## src/rtl/prio_vec_intc.sv

```systemverilog
module prio_vec_intc #(
  parameter int NUM_PEND = 16,
  parameter int NUM_VEC  = 14,
  parameter int LVL_W    = 4,
  parameter int AW       = 32,
  parameter logic [31:0] BASE_OFS = 32'h200
) (
  input  logic                clk,
  input  logic                rst_n,
  input  logic [NUM_PEND-1:0] irq_pend,
  input  logic [7:0]          mask_lo,
  input  logic                bd_in,
  input  logic [AW-1:0]       exc_base,
  input  logic                reg_wr,
  input  logic [1:0]          reg_addr,
  input  logic [31:0]         reg_wdata,
  output logic [31:0]         reg_rdata,
  output logic                timer_en,
  output logic                irq_valid,
  output logic [3:0]          irq_id,
  output logic [LVL_W-1:0]    irq_level,
  output logic [AW-1:0]       irq_vector
);
  localparam int HI_BITS = (NUM_VEC - 8) * LVL_W;

  logic [NUM_PEND-1:0] pend_q;
  logic                iv_q, bd_q, te_q;
  logic [7:0]          im_q;
  logic [4:0]          sp_q;
  logic [31:0]         lvl_lo_q;
  logic [HI_BITS-1:0]  lvl_hi_q;

  always_ff @(posedge clk or negedge rst_n) begin
    if (!rst_n) begin
      pend_q   <= '0;
      iv_q     <= 1'b0;
      bd_q     <= 1'b0;
      te_q     <= 1'b0;
      im_q     <= '0;
      sp_q     <= '0;
      lvl_lo_q <= '0;
      lvl_hi_q <= '0;
    end else begin
      pend_q <= irq_pend;
      bd_q   <= bd_in;
      if (reg_wr) begin
        case (reg_addr)
          2'd0: iv_q <= reg_wdata[24];
          2'd1: begin
            im_q <= reg_wdata[15:8];
            te_q <= reg_wdata[7];
            sp_q <= reg_wdata[4:0];
          end
          2'd2: lvl_lo_q <= reg_wdata;
          default: lvl_hi_q <= reg_wdata[HI_BITS-1:0];
        endcase
      end
    end
  end

  wire [NUM_VEC*LVL_W-1:0] lvl_all = {lvl_hi_q, lvl_lo_q};
  wire [NUM_PEND-1:0]      act     = pend_q & {im_q, mask_lo};

  always_comb begin
    irq_valid = 1'b0;
    irq_id    = '0;
    irq_level = '0;
    for (int i = 0; i < NUM_VEC; i++) begin
      if (act[i] && (!irq_valid || lvl_all[i*LVL_W +: LVL_W] > irq_level)) begin
        irq_valid = 1'b1;
        irq_id    = 4'(i);
        irq_level = lvl_all[i*LVL_W +: LVL_W];
      end
    end
  end

  logic [AW-1:0] spacing;
  always_comb begin
    case (sp_q)
      5'h01:   spacing = AW'(32'h020);
      5'h02:   spacing = AW'(32'h040);
      5'h04:   spacing = AW'(32'h080);
      5'h08:   spacing = AW'(32'h100);
      5'h10:   spacing = AW'(32'h200);
      default: spacing = '0;
    endcase
  end

  wire [AW-1:0] vec_ofs = iv_q ? AW'(irq_level) * spacing : '0;
  assign irq_vector = exc_base + AW'(BASE_OFS) + vec_ofs;
  assign timer_en   = te_q;

  always_comb begin
    case (reg_addr)
      2'd0:    reg_rdata = {bd_q, 6'b0, iv_q, pend_q, 8'b0};
      2'd1:    reg_rdata = {16'b0, im_q, te_q, 2'b0, sp_q};
      2'd2:    reg_rdata = lvl_lo_q;
      default: reg_rdata = {{(32-HI_BITS){1'b0}}, lvl_hi_q};
    endcase
  end
endmodule

```

## config.mk

```make
export PLATFORM = sky130hd
export DESIGN_NAME = prio_vec_intc
export DESIGN_NICKNAME = d
export VERILOG_FILES = /design/src/rtl/prio_vec_intc.sv
export SDC_FILE = /design/constraint.sdc
export NUM_CORES = 1
export LEC_CHECK = 0
export ABC_CLOCK_PERIOD_IN_PS = 45100
export BUFFER_PORTS_ARGS = -buffer_cell sky130_fd_sc_hd__buf_2
export CORE_MARGIN = 2
export CORE_UTILIZATION = 35
export CTS_BUF_LIST = sky130_fd_sc_hd__clkbuf_8
export DETAILED_ROUTE_END_ITERATION = 6
export PLACE_DENSITY = 0.54
export SLEW_MARGIN = 15
export SYNTH_ARGS = -nofsm -noshare
export SYNTH_HDL_FRONTEND = slang
export SYNTH_SLANG_ARGS = --single-unit
```

## constraint.sdc

```tcl
create_clock -name clk -period 45.1 [get_ports clk]
set_clock_uncertainty 0.2 [all_clocks]
set_input_delay 6.765 -clock clk [delete_from_list [all_inputs] [get_ports clk]]
set_output_delay 6.765 -clock clk [all_outputs]
set_load 0.05 [all_outputs]
```

==> run_results.csv, run 1 <==
group,metric,value,unit
floorplan,dieArea,23600,µm²
yosys,yosysTopAreaCell,"dfrtp_1",
critical_path,ff2ff_path_depth,2,
clocking,cts_buffers,9,
min_path,hp-class,"reg2reg",
routing,drt_iter0_drc,347,
routing,drt-met1-wl,10.5,mm
yosys,synth_cell_types,77,
timing,finalMaxSlewViolations,0,
yosys,yosys_warnings,0,
cells_and_area,syn_to_final_growth,15.9,%
critical_path,critPathArrivalTime,33.93,ns
timing,setup_viol,0,
clocking,clockBufferDepth,2,
placed_design,dp_hpwl,17.8,mm
floorplan,io_pins,168,
clocking,clk_latency,0.37,ns
status,outcome,"complete, no violations",
clocking,post-cts-setup-buffers,0,
global_route,track_usage,18.7,%
yosys,synth_flop_cell,"dfrtp_1",
routing,finalWirelength,21.9,mm
yosys,synth_seq_cells,88,
routing,drc_errors,0,
global_route,grt_overflow,0,
routing,routed.top_layer,"met4",
cells_and_area,antenna_cells,0,
timing,period_needed,40.89,ns
routing,dr_wl_met2,10.1,mm
flow_run,drv_cap,0,
clocking,clock_sinks,88,
cells_and_area,fillers,2223,
clocking,h-tree-depth,3,
critical_path,critPathLaunchType,"input port",
timing,period_share,90.7,%
cells_and_area,ff_latch_area,2200,µm²
clocking,ctsHoldBuffers,0,
yosys,synthArstFlopShare,100,%
clocking,clk_pin_slew,0.07,ns
timing,fin_setup_tns,0,ns
timing,fmaxAchievable,0.0245,GHz
routing,antenna_left,0,
timing,hold_viol_final,0,
yosys,syn_area,7850,µm²
global_route,grt_max_degree,47,
timing,rsz0062_at_grt,"no",
routing,num_vias,6471,
cells_and_area,drive_above_1_share,32.0,%
clocking,cts_resized,0,
min_path,min_path_cells,1,
clocking,cts_root_buf,"clkbuf_8",
routing,wl_met3,936,µm
placed_design,io_buffers,157,
routing,wire_per_inst,17.8,µm
floorplan,start_util,35.8,%
timing,worst_pin_slew,1.09,ns
yosys,synth_cells,797,
power,leakagePower,4.36,nW
critical_path,critical_path.slowest_cell,"mux2i_1",
critical_path,worstPathRequired,38.14,ns
power,total_power,472,µW
global_route,grt_antenna_before_repair,0,
yosys,synth_edf_count,0,
yosys,synth_nets,976,
power,peakVddDrop,0.0000220,V
critical_path,worst_setup_path_end_kind,"primary output",
critical_path,cp_max_fo,24,
yosys,avgSynthCellArea,9.84,µm²
floorplan,die_x,154,µm
clocking,cts_tree,"yes",
placed_design,routabilityCongestion,0.876,
cells_and_area,multi_input_area,5290,µm²
floorplan,rows,54,
global_route,grt_pass1_vias,6392,
power,power_density,51.9,nW/µm²
timing,maxSlewHeadroom,27.3,%
floorplan,die_y,154,µm
critical_path,critPathKind,"in2out",
floorplan,coreArea,21900,µm²
yosys,synth_top_area_share,28.1,%
yosys,synthTopCellsByArea,"dfrtp_1, mux2_2, ha_1",
cells_and_area,layout.nets,1126,
global_route,grt_pass1_wl,35.0,mm
routing,viasPerCell,5.26,
yosys,ys_seq_area_share,28.1,%
critical_path,slowest_delay,0.80,ns
routing,firstDrtPassIters,4,
-- routing by layer --
metal / GRT usage [%] / up-vias
met2: 30.9 / 155
met3: 2.06 / 24
met1: 26.0 / 3075
met4: 5.16 / 0
met5: 0 / -
li1: - / 3217
-- cell families after synthesis --
group | share of synthesized area, %
AND/OR/NAND/NOR | 12.9
adder cells (fa/ha/maj) | 14.2
flip-flops | 28.1
AO/OA/AOI/OAI | 17.5
XOR/XNOR | 3.01
buffers and inverters | 4.53
multiplexers | 19.7
-- final cells by class --
type	instances	area share [%]
flip-flops and latches	88	24.2
well taps	280	3.85
clock buffers	9	1.36
multi-input cells	620	58.2
inverters	66	2.73
repair buffers	162	9.08
clock inverters	5	0.578
-- state kept, by name, indices dropped and copies added (netlist names) --
name      count
bd_q          1
im_q          8
iv_q          1
lvl_hi_q     24
lvl_lo_q     32
pend_q       16
sp_q          5
timer_en      1
-- stage by stage --
stage	utilization (%)	area [µm²]	setup slack, ns	hold slack, ns	instances
5_1_grt	41.5	9090	2.05	0.334	1230
3_5_place_dp	40.7	8910	4.35	0.299	1216
4_1_cts	41.5	9090	4.28	0.321	1230
6_report	41.5	9090	4.21	0.319	1230
3_3_place_gp	40.7	8910	4.70	0.295	1216
2_1_floorplan	-	7850	7.88	0.275	797
-- worst max-delay path, delay by kind of cell --
family          cells  cell delay (ns)
compound gates     57            11.95
fa+ha+maj          18             5.85
simple gates       25             4.25
mux                10             4.09
buf+inv             8             0.85
xor+xnor            1             0.12
-- worst paths after layout --
kind                                  from              to  slack [ns]
worst max-delay path            mask_lo[0]  irq_vector[29]        4.21
worst min-delay path               im_q[6]         im_q[6]        0.32
worst max register to register        iv_q            iv_q       43.98
worst min register to register     im_q[6]         im_q[6]        0.32
max in group asynchronous            rst_n    lvl_lo_q[24]       37.53
min in group asynchronous            rst_n       pend_q[5]        6.17
-- where the power goes --
| group | leakage, nW | switching, mW | internal (mW) |
|---|---|---|---|
| logic | 3.23 | 0.191 | 0.118 |
| registers | 1.04 | 0.0181 | 0.0917 |
| clock network | 0.0898 | 0.0287 | 0.0246 |
| total | 4.36 | 0.238 | 0.234 |
-- cell usage in the layout (no fill, tap or decap), types with 11 or more instances in the layout --
cell type,count
buf_2,156
mux2_2,88
dfrtp_1,88
ha_1,78
inv_1,68
nand2_1,55
nor2_1,46
a21oi_1,37
o21ai_0,23
mux2i_1,19
xnor2_1,19
nor2b_1,15
and2_1,15
a211oi_1,14
nand4_1,13
a21o_1,13
nand3_1,12
o21bai_1,12
nor3_1,11
-- cells in the mapped netlist, types with 4 or more instances --
cell type   n
dfrtp_1    88
mux2_2     88
ha_1       78
inv_1      66
nand2_1    55
nor2_1     46
a21oi_1    37
o21ai_0    23
mux2i_1    19
xnor2_1    19
and2_1     15
nor2b_1    15
a211oi_1   14
a21o_1     13
nand4_1    13
clkbuf_1   12
nand3_1    12
o21bai_1   12
nor3_1     11
a31oi_1    10
a22o_1      8
mux4_2      8
o211ai_1    8
o21a_1      8
xor2_1      8
fa_1        7
a211o_1     6
nand2b_1    6
a21boi_0    5
buf_4       5
mux2_4      5
mux2i_4     5
nand3b_1    5
and3_1      4
buf_1       4
o31ai_1     4
Note: power is estimated with default switching activity, not from simulation.
==> inputs of run 2 (changes only) <==
--- a/constraint.sdc
+++ b/constraint.sdc
@@ -4,2 +4,2 @@
 set_output_delay 6.765 -clock clk [all_outputs]
-set_load 0.05 [all_outputs]
+set_load 0.02 [all_outputs]
==> run 2 against run 1 <==
Compared with the run above: core utilization grew 0.063 points; first-iteration DRC count grew 21%; routed wire length grew 1.0%; design area grew 0.15%; combinational power shrank 12%; clock power grew 2%; fmax grew 0.54%; worst setup slack gained 0.22 ns; flip-flop and latch count is the same; total power shrank 7.5%; critical path depth is the same; register-to-register slack lost 0.02 ns; highest routed layer unchanged.
==> run_results.csv, run 2 (synthesis gave the netlist of run 1 again) <==
group,metric,value,unit
status,outcome,"complete, no violations",
routing,antenna_left,0,
min_path,worst_hold_startpoint,"im_q[6]",
power,power_density,48.0,nW/µm²
cells_and_area,syn_to_final_growth,16.0,%
cells_and_area,antenna_cells,0,
power,netSwitchingFraction,46.6,%
critical_path,crit_cells,119,
timing,finalMaxSlewViolations,0,
clocking,ctsHoldBuffers,0,
power,pwr-share-comb,62.4,%
routing,drc_errors,0,
critical_path,ff2ff_path_depth,2,
routing,firstDrtPassIters,6,
routing,wire_per_inst,18.0,µm
power,p_sw,203,µW
global_route,grt_max_degree,47,
clocking,cts_buffers,9,
floorplan,coreArea,21900,µm²
clocking,clk_latency,0.36,ns
power,cellInternalPower,233,µW
timing,hold_viol_final,0,
routing,finalWirelength,22.1,mm
timing,maxSlewHeadroom,27.5,%
clocking,cts_tree,"yes",
timing,whs,0.314,ns
clocking,clock_sinks,88,
cells_and_area,stdcell_area,9100,µm²
critical_path,worstPathRequired,38.14,ns
critical_path,slowest_delay,0.68,ns
power,power_frac_seq,25.2,%
routing,viasPerCell,5.29,
cells_and_area,top_register,"lvl_lo_q",
critical_path,worst-path-buf-inv,8,
critical_path,critPathArrivalTime,33.71,ns
floorplan,dieArea,23600,µm²
power,leakagePower,4.37,nW
global_route,track_usage,18.7,%
critical_path,crit_family,"compound AO/OA/AOI/OAI gates",
cells_and_area,reg_top3,"lvl_lo_q (32), lvl_hi_q (24), pend_q (16)",
routing,num_vias,6516,
cells_and_area,drive_above_1_share,32.4,%
critical_path,regToRegStartpoint,"iv_q",
clocking,h-tree-depth,3,
critical_path,critPathLaunchType,"input port",
timing,rsz0062_at_grt,"no",
floorplan,die_x,154,µm
placed_design,io_buffers,157,
floorplan,rows,54,
power,peakVddDrop,0.0000235,V
routing,drt_iter0_drc,419,
min_path,hold_path_end,"im_q[6]",
clocking,cts_resized,0,
flow_run,drv_cap,0,
clocking,clockBufferDepth,2,
timing,fmaxAchievable,0.0246,GHz
placed_design,routabilityCongestion,0.871,
cells_and_area,largest_reg_flops,32,
clocking,cts_root_buf,"clkbuf_8",
clocking,clk_pin_slew,0.08,ns
timing,period_needed,40.67,ns
min_path,min_path_cells,1,
power,power_frac_clock,12.4,%
timing,setup_viol,0,
critical_path,critical_path.slowest_cell,"mux2i_1",
critical_path,cp_max_fo,24,
clocking,post-cts-setup-buffers,0,
global_route,grt_overflow,0,
timing,period_share,90.2,%
critical_path,timing.rr.end,"iv_q",
floorplan,io_pins,168,
floorplan,die_y,154,µm
timing,worst_pin_slew,1.09,ns
cells_and_area,final_common_cell,"buf_2",
global_route,grt_pass1_wl,35.2,mm
critical_path,reg2reg_slack,43.96,ns
timing,fin_setup_tns,0,ns
floorplan,start_util,35.8,%
placed_design,placed_cell_area,8910,µm²
cells_and_area,layout.nets,1126,
placed_design,dp_hpwl,17.8,mm
min_path,hp-class,"reg2reg",
global_route,grt_antenna_before_repair,0,
global_route,grt_pass1_vias,6450,
cells_and_area,fillers,2216,
critical_path,critPathKind,"in2out",
critical_path,worst_setup_path_end_kind,"primary output",
cells_and_area,final_cell_mix,"buf_2, mux2_2, dfrtp_1, ha_1, inv_1",
-- run 2: cell count changes in the layout (fill, tap and decap cells not counted), sizes merged --
cell,before,now
bufinv,1,0
clkinvlp,2,1
clkinv,0,2
clkbuf,9,11
-- run 2: area by class of cell --
cell class,instances,area (µm²),area share [%]
clock buffers,11,151,1.66
clock inverters,5,38.8,0.426
inverters,66,248,2.72
multi-input cells,620,5290,58.1
flip-flops and latches,88,2200,24.2
well taps,280,350,3.85
repair buffers,162,826,9.07
-- run 2: metrics by stage --
| stage | power, mW | utilization, % | worst slack [ns] | std cells |
|---|---|---|---|---|
| 6_report | 0.437 | 41.6 | 4.43 | 1232 |
| 5_1_grt | 0.477 | 41.6 | 2.05 | 1232 |
| 2_1_floorplan | 0.313 | - | 8.28 | 797 |
| 4_1_cts | 0.441 | 41.6 | 4.55 | 1232 |
| 3_5_place_dp | 0.384 | 40.7 | 4.62 | 1216 |
| 3_3_place_gp | 0.382 | 40.7 | 4.96 | 1216 |
-- run 2: routing by layer --
layer  track usage [%]  part of all wire [%]  up-vias
met3              2.85                   4.9       19
met4              3.84                   1.4        0
li1                  -                     -     3213
met5                 0                     0        -
met2              31.5                    47      195
met1              25.7                    47     3089
-- run 2: power groups by stage --
| stage | Combinational, mW | Sequential (mW) | Clock (mW) |
|---|---|---|---|
| after floorplan | 0.210 | 0.103 | 0 |
| final | 0.272 | 0.110 | 0.0543 |
| after global routing | 0.305 | 0.112 | 0.0603 |
| after detailed placement | 0.273 | 0.111 | 0 |
| after CTS | 0.274 | 0.110 | 0.0565 |
| after global placement | 0.270 | 0.111 | 0 |
-- run 2: worst max-delay path by stage --
stage          slack [ns]              to       start
5_1_grt              2.05  irq_vector[29]  mask_lo[0]
3_5_place_dp         4.62  irq_vector[29]  mask_lo[0]
6_report             4.43  irq_vector[29]  mask_lo[0]
4_1_cts              4.55  irq_vector[29]  mask_lo[0]
2_1_floorplan        8.28  irq_vector[27]  mask_lo[0]
3_3_place_gp         4.96  irq_vector[29]  mask_lo[0]
